<file path="config.mk">
export PLATFORM = sky130hd
export DESIGN_NAME = ldd_exec_unit
export DESIGN_NICKNAME = d
export VERILOG_FILES = /design/src/rtl/ldd_pkg.sv /design/src/rtl/ldd_decode.sv /design/src/rtl/ldd_agen.sv /design/src/rtl/ldd_gather.sv /design/src/rtl/ldd_exec_unit.sv
export SDC_FILE = /design/constraint.sdc
export NUM_CORES = 1
export LEC_CHECK = 0
export ABC_AREA = 0
export CELL_PAD_IN_SITES_DETAIL_PLACEMENT = 1
export CELL_PAD_IN_SITES_GLOBAL_PLACEMENT = 2
export CORE_AREA = 2 2 296 152
export CTS_CLUSTER_DIAMETER = 60
export DETAILED_ROUTE_END_ITERATION = 6
export DIE_AREA = 0 0 298 154
export GPL_ROUTABILITY_DRIVEN = 0
export PLACE_DENSITY_LB_ADDON = 0.1
export SYNTH_ARGS = -nofsm -noshare
export SYNTH_HDL_FRONTEND = slang
export SYNTH_SLANG_ARGS = --single-unit
export TNS_END_PERCENT = 30
</file>
<file path="constraint.sdc">
create_clock -name clk -period 7.2 [get_ports clk]
set_input_delay 0.72 -clock clk [delete_from_list [all_inputs] [get_ports clk]]
set_output_delay 0.72 -clock clk [all_outputs]
set_load 0.05 [all_outputs]
</file>
<file path="src/rtl/ldd_pkg.sv">
package ldd_pkg;
  localparam int OPC_DISP  = 58;
  localparam int OPC_XFORM = 31;
  localparam int XO_INDEX  = 21;
  localparam int XO_INDEXU = 53;

  typedef struct packed {
    logic        legal;
    logic        upd;
    logic        idx;
    logic [4:0]  rt;
    logic [4:0]  ra;
    logic [4:0]  rb;
    logic [13:0] ds;
  } ldd_op_t;

  typedef enum logic [2:0] {
    S_IDLE, S_AGEN, S_FETCH, S_WR_DST, S_WR_BASE, S_DONE
  } ldd_state_t;
endpackage

</file>
<file path="src/rtl/ldd_decode.sv">
module ldd_decode
  import ldd_pkg::*;
(
  input  logic [31:0] instr,
  output ldd_op_t     op
);
  always_comb begin
    op    = '0;
    op.rt = instr[25:21];
    op.ra = instr[20:16];
    op.rb = instr[15:11];
    op.ds = instr[15:2];
    if (instr[31:26] == 6'(OPC_DISP)) begin
      // low two bits pick plain (0) or update (1)
      op.legal = !instr[1];
      op.upd   = instr[0];
    end else if (instr[31:26] == 6'(OPC_XFORM) && !instr[0]) begin
      if (instr[10:1] == 10'(XO_INDEX)) begin
        op.legal = 1'b1;
        op.idx   = 1'b1;
      end else if (instr[10:1] == 10'(XO_INDEXU)) begin
        op.legal = 1'b1;
        op.idx   = 1'b1;
        op.upd   = 1'b1;
      end
    end
  end
endmodule

</file>
<file path="src/rtl/ldd_agen.sv">
module ldd_agen #(
  parameter int XLEN = 64,
  parameter int AW   = 32
) (
  input  logic            base_zero,
  input  logic            use_index,
  input  logic [13:0]     ds,
  input  logic [XLEN-1:0] a_val,
  input  logic [XLEN-1:0] b_val,
  output logic [AW-1:0]   ea
);
  localparam int SEXT = XLEN - 16;

  logic [XLEN-1:0] base, offs, sum;

  always_comb begin
    base = base_zero ? '0 : a_val;
    offs = use_index ? b_val : {{SEXT{ds[13]}}, ds, 2'b00};
    sum  = base + offs;
    ea   = sum[AW-1:0];
  end
endmodule

</file>
<file path="src/rtl/ldd_gather.sv">
module ldd_gather #(
  parameter int NBYTES = 8
) (
  input  logic                  clk,
  input  logic                  rst_n,
  input  logic                  clear,
  input  logic                  take,
  input  logic [7:0]            byte_in,
  output logic [8*NBYTES-1:0]   word,
  output logic [$clog2(NBYTES)-1:0] cnt,
  output logic                  last
);
  localparam int CW = $clog2(NBYTES);

  assign last = (cnt == CW'(NBYTES - 1));

  always_ff @(posedge clk) begin
    if (!rst_n || clear) begin
      cnt  <= '0;
      word <= '0;
    end else if (take) begin
      cnt  <= cnt + 1'b1;
      word <= {word[8*NBYTES-9:0], byte_in}; // first byte ends up on top
    end
  end

  assert_wrap_R6: assert property (@(posedge clk) disable iff (!rst_n)
    (take && last && !clear) |=> (cnt == '0));
endmodule

</file>
<file path="src/rtl/ldd_exec_unit.sv">
module ldd_exec_unit
  import ldd_pkg::*;
#(
  parameter int XLEN = 64,
  parameter int AW   = 32
) (
  input  logic            clk,
  input  logic            rst_n,
  input  logic            start,
  input  logic [31:0]     instr,
  input  logic [XLEN-1:0] pc_in,
  output logic            busy,
  output logic            done,
  output logic            illegal,
  output logic [XLEN-1:0] pc_next,
  output logic [4:0]      rf_a_idx,
  input  logic [XLEN-1:0] rf_a_data,
  output logic [4:0]      rf_b_idx,
  input  logic [XLEN-1:0] rf_b_data,
  output logic            mem_req_valid,
  input  logic            mem_req_ready,
  output logic [AW-1:0]   mem_req_addr,
  input  logic [7:0]      mem_rsp_data,
  output logic            wb_en,
  output logic [4:0]      wb_idx,
  output logic [XLEN-1:0] wb_data
);
  localparam int NBYTES = XLEN / 8;
  localparam int CW     = $clog2(NBYTES);

  ldd_state_t      state;
  ldd_op_t         dec, op_q;
  logic [AW-1:0]   ea, ea_q;
  logic [XLEN-1:0] pc_q;
  logic            illegal_q;
  logic [XLEN-1:0] word;
  logic [CW-1:0]   cnt;
  logic            last, take;

  ldd_decode u_dec (.instr(instr), .op(dec));

  ldd_agen #(.XLEN(XLEN), .AW(AW)) u_agen (
    .base_zero (op_q.ra == 5'd0 && !op_q.upd),
    .use_index (op_q.idx),
    .ds        (op_q.ds),
    .a_val     (rf_a_data),
    .b_val     (rf_b_data),
    .ea        (ea)
  );

  assign take = mem_req_valid && mem_req_ready;

  ldd_gather #(.NBYTES(NBYTES)) u_gather (
    .clk     (clk),
    .rst_n   (rst_n),
    .clear   (state == S_AGEN),
    .take    (take),
    .byte_in (mem_rsp_data),
    .word    (word),
    .cnt     (cnt),
    .last    (last)
  );

  always_ff @(posedge clk) begin
    if (!rst_n) begin
      state     <= S_IDLE;
      op_q      <= '0;
      ea_q      <= '0;
      pc_q      <= '0;
      illegal_q <= 1'b0;
    end else begin
      illegal_q <= 1'b0;
      unique case (state)
        S_IDLE: if (start) begin  // only sampled here
          op_q <= dec;
          pc_q <= pc_in;
          if (dec.legal) state <= S_AGEN;
          else           illegal_q <= 1'b1;
        end
        S_AGEN: begin
          ea_q  <= ea;
          state <= S_FETCH;
        end
        S_FETCH:   if (take && last) state <= S_WR_DST;
        S_WR_DST:  state <= op_q.upd ? S_WR_BASE : S_DONE;
        S_WR_BASE: state <= S_DONE;
        S_DONE:    state <= S_IDLE;
        default:   state <= S_IDLE;
      endcase
    end
  end

  always_comb begin
    wb_en   = 1'b0;
    wb_idx  = op_q.rt;
    wb_data = word;
    if (state == S_WR_DST) begin
      wb_en = 1'b1;
    end else if (state == S_WR_BASE) begin
      wb_en   = 1'b1;
      wb_idx  = op_q.ra;
      wb_data = {{(XLEN-AW){1'b0}}, ea_q};
    end
  end

  assign busy          = (state != S_IDLE);
  assign done          = (state == S_DONE);
  assign illegal       = illegal_q;
  assign pc_next       = pc_q + XLEN'(4);
  assign rf_a_idx      = op_q.ra;
  assign rf_b_idx      = op_q.rb;
  assign mem_req_valid = (state == S_FETCH);
  assign mem_req_addr  = ea_q + AW'(cnt);          // wraps mod 2^AW

  assert_hold_R6: assert property (@(posedge clk) disable iff (!rst_n)
    (mem_req_valid && !mem_req_ready) |=> (mem_req_valid && $stable(mem_req_addr)));

  assert_ascend_R5: assert property (@(posedge clk) disable iff (!rst_n)
    (take && mem_req_valid) |=> (!mem_req_valid || mem_req_addr == $past(mem_req_addr) + 1'b1));

  assert_quiet_R2: assert property (@(posedge clk) disable iff (!rst_n)
    illegal |-> (!mem_req_valid && !wb_en && !done));

  assert_after_write_R9: assert property (@(posedge clk) disable iff (!rst_n)
    $rose(done) |-> $past(wb_en));

  assert_pulse_R9: assert property (@(posedge clk) disable iff (!rst_n)
    done |=> !done);

  assert_excl_R2: assert property (@(posedge clk) disable iff (!rst_n)
    $onehot0({done, illegal, wb_en, mem_req_valid}));
endmodule

</file>
==> metrics <==
most frequent cells in the layout=nand2_1 (432), clkdlybuf4s50_1 (351), a21oi_1 (197), dfxtp_1 (193), xnor2_1 (82); dominant synthesized flop cell=dfxtp_1; share of layout cells above drive strength 1=0.06678; switching part of the total power=0.3094; Setup Viol. Count Final=0; Initial Utilization=0.2683; clk sink count=193; vias post-DR=11590; total congestion overflow=0; clock buffer depth=2; Max Slew Vio Count=0; register bit total from synthesis=between 150 and 200; P_sw=0.8340 mW; DRC violations left=0; first-pass GRT wire length=70400 um; cts hold-fix bufs=0; DR iter-0 viols=between 500 and 600; Avg Cell Area, Syn=~7.5 um2; setup_tns=0 ps; clock transition at the registers of the reported paths=80 ps; Tmin final=4725 ps; Max VDD drop=0.0001669 V; placed insts=2385; Post-DRT Antenna Nets=0; commonest non-fill, non-tap cell in the layout=nand2_1; Hold Path Class=register to register; number of port buffers=351; row count=between 50 and 60; maxcap violations=0; Multi-input gate area=7178 um2; Die Wd=298 um; drt wl/cell=18.97 um; Highest Clock Rate=211.6 MHz; Mapped Cells=1540; Reg area=3864 um2; post-synthesis sequential area ratio=0.3341; Fin. Hold Viols=0; clock share of power=0.383; # resized after CTS=0; Startpoint Class=register; unique cell type count in the Yosys netlist=69; EDFF count, synth=0; Placement Setup Slack=2936 ps; mapped cell area=approximately 12000 um2; PwrDens=roughly 170 nW/um2; antenna violations before repair=5; Yosys warning total=0; Worst Path Arrival=4010 ps; CTS Buf Count=17; status=finished clean; Seq pwr share=0.418; Async S/R FF share, synth=0; # fillers=5227; Pint=approximately 1.9 mW; later-pin clock latency in the skew report=460 ps; Lkg Pwr=approximately 6.1 nW; RSZ-0062 raised after global routing=false; Post-CTS Setup Bufs=0; GRT Util Overall=0.1970; largest net degree at the start of global routing=92; CP required=~6500 ps; vias in the first global route=between 10000 and 15000; final period utilization=0.6563; kind of end point of the critical path=primary output; worst slew pin tran=1056 ps; H-tree depth=4; Die Height=154 um; worst-path fanout max=7; Syn Nets=roughly 1800; Nets=2091; Vias per Instance=4.789; Gate power share=0.200; P&R area growth vs syn=38.99%; HPWL after detailed placement=34980 um; clock root buffer=clkbuf_16; Core Util, Final=0.3729; final WL=45880 um; Clock Skews=8.747 ps; I/O Pins=around 420; Die Footprint=45890 um2; Setup WS post-layout=2475 ps; CORE AREA=between 40000 and 50000 um2; Non-Filler Instances=roughly 2400; max-slew headroom at the worst pin=0.2961; drt pass-1 iters=4; Worst Setup Path Type=register to primary output; CTS tree=yes
power groups by stage:
stage / registers (mW) / logic [mW] / clock network (mW)
after global placement: 1.15 / 0.535 / 0
after floorplan: 1.14 / 0.319 / 0
after detailed placement: 1.15 / 0.540 / 0
after CTS: 1.13 / 0.542 / 1.07
after global routing: 1.13 / 0.582 / 1.11
final: 1.13 / 0.538 / 1.03
kinds of logic after synthesis:
logic type                 Yosys count  synth area share
and+or+nand+nor                    720            0.2889
AOI/OAI and AO/OA                  300            0.1533
DFF                                193            0.3341
buffers and inverters              127           0.04739
xor gates and xnor gates           110           0.08331
muxes                               51           0.04955
adders and majority gates           39           0.04349
through the flow:
step	total power, mW	hold WS, ps	cell area, um2
global route	2.828	481.0	16070
floorplan	1.462	431.8	11560
detailed placement	1.691	446.5	15460
CTS	2.738	457.7	16060
finish	2.695	454.6	16070
global placement	1.684	438.4	15460
layout make-up:
cell class                      instances  share of cell area
Multi-Input combinational cell       1220              0.4466
Sequential cell                       193              0.2404
Timing Repair Buffer                  363              0.2242
Tap cell                              588             0.04577
Clock buffer                           19             0.02818
Clock inverter                         11            0.009341
Inverter                               21            0.004982
Antenna cell                            4           0.0006227
sequential cells by signal (all words and copies together) (netlist names):
signal and flops:
ea_q 32, illegal 1, op_q 16, pc_q 64, rf_a_idx 5, rf_b_idx 5
state 3, u_gather.cnt 3, u_gather.word 64
metal layers:
metal / share of wire / up-vias / GRT usage
li1: - / 5754 / -
met1: 0.52 / 5623 / 0.2906
met2: 0.43 / 176 / 0.2973
met3: 0.032 / 30 / 0.03420
met4: 0.014 / 2 / 0.04164
met5: 0.00028 / - / 0
cells in the mapped netlist, drive strengths merged (28+ instances only):
cell | count | area, um2
xnor2 | 82 | 718.2
and3 | 30 | 187.7
and2 | 41 | 259.0
dfxtp | 193 | 3864
nor2b | 34 | 212.7
ha | 37 | 462.9
a21oi | 198 | 994.7
nand2 | 436 | 1644
nor2 | 48 | 182.7
nand3 | 53 | 265.3
buf | 31 | 187.7
mux2 | 50 | 563.0
xor2 | 28 | 245.2
clkbuf | 75 | 281.5
path summary, 6_finish.rpt:
check | start | to | slack (ps) | depth (start not counted)
max reg2reg | rf_a_idx[1] | ea_q[29] | 3070 | 11
min reg2reg | u_gather.word[61] | u_gather.word[61] | 450 | 2
min | u_gather.word[61] | u_gather.word[61] | 450 | 2
max | pc_q[2] | pc_next[42] | 2470 | 9
worst max-delay path, cell delays in order, from the launching register on:
cell,delay [ps]
dfxtp_1,420
ha_1,210
and3_1,280
nand4_1,310
nor2_2,350
and3_1,440
and2_1,330
nand4_1,160
xnor2_1,170
clkdlybuf4s50_1,850
Note: power is estimated with default switching activity, not from simulation.
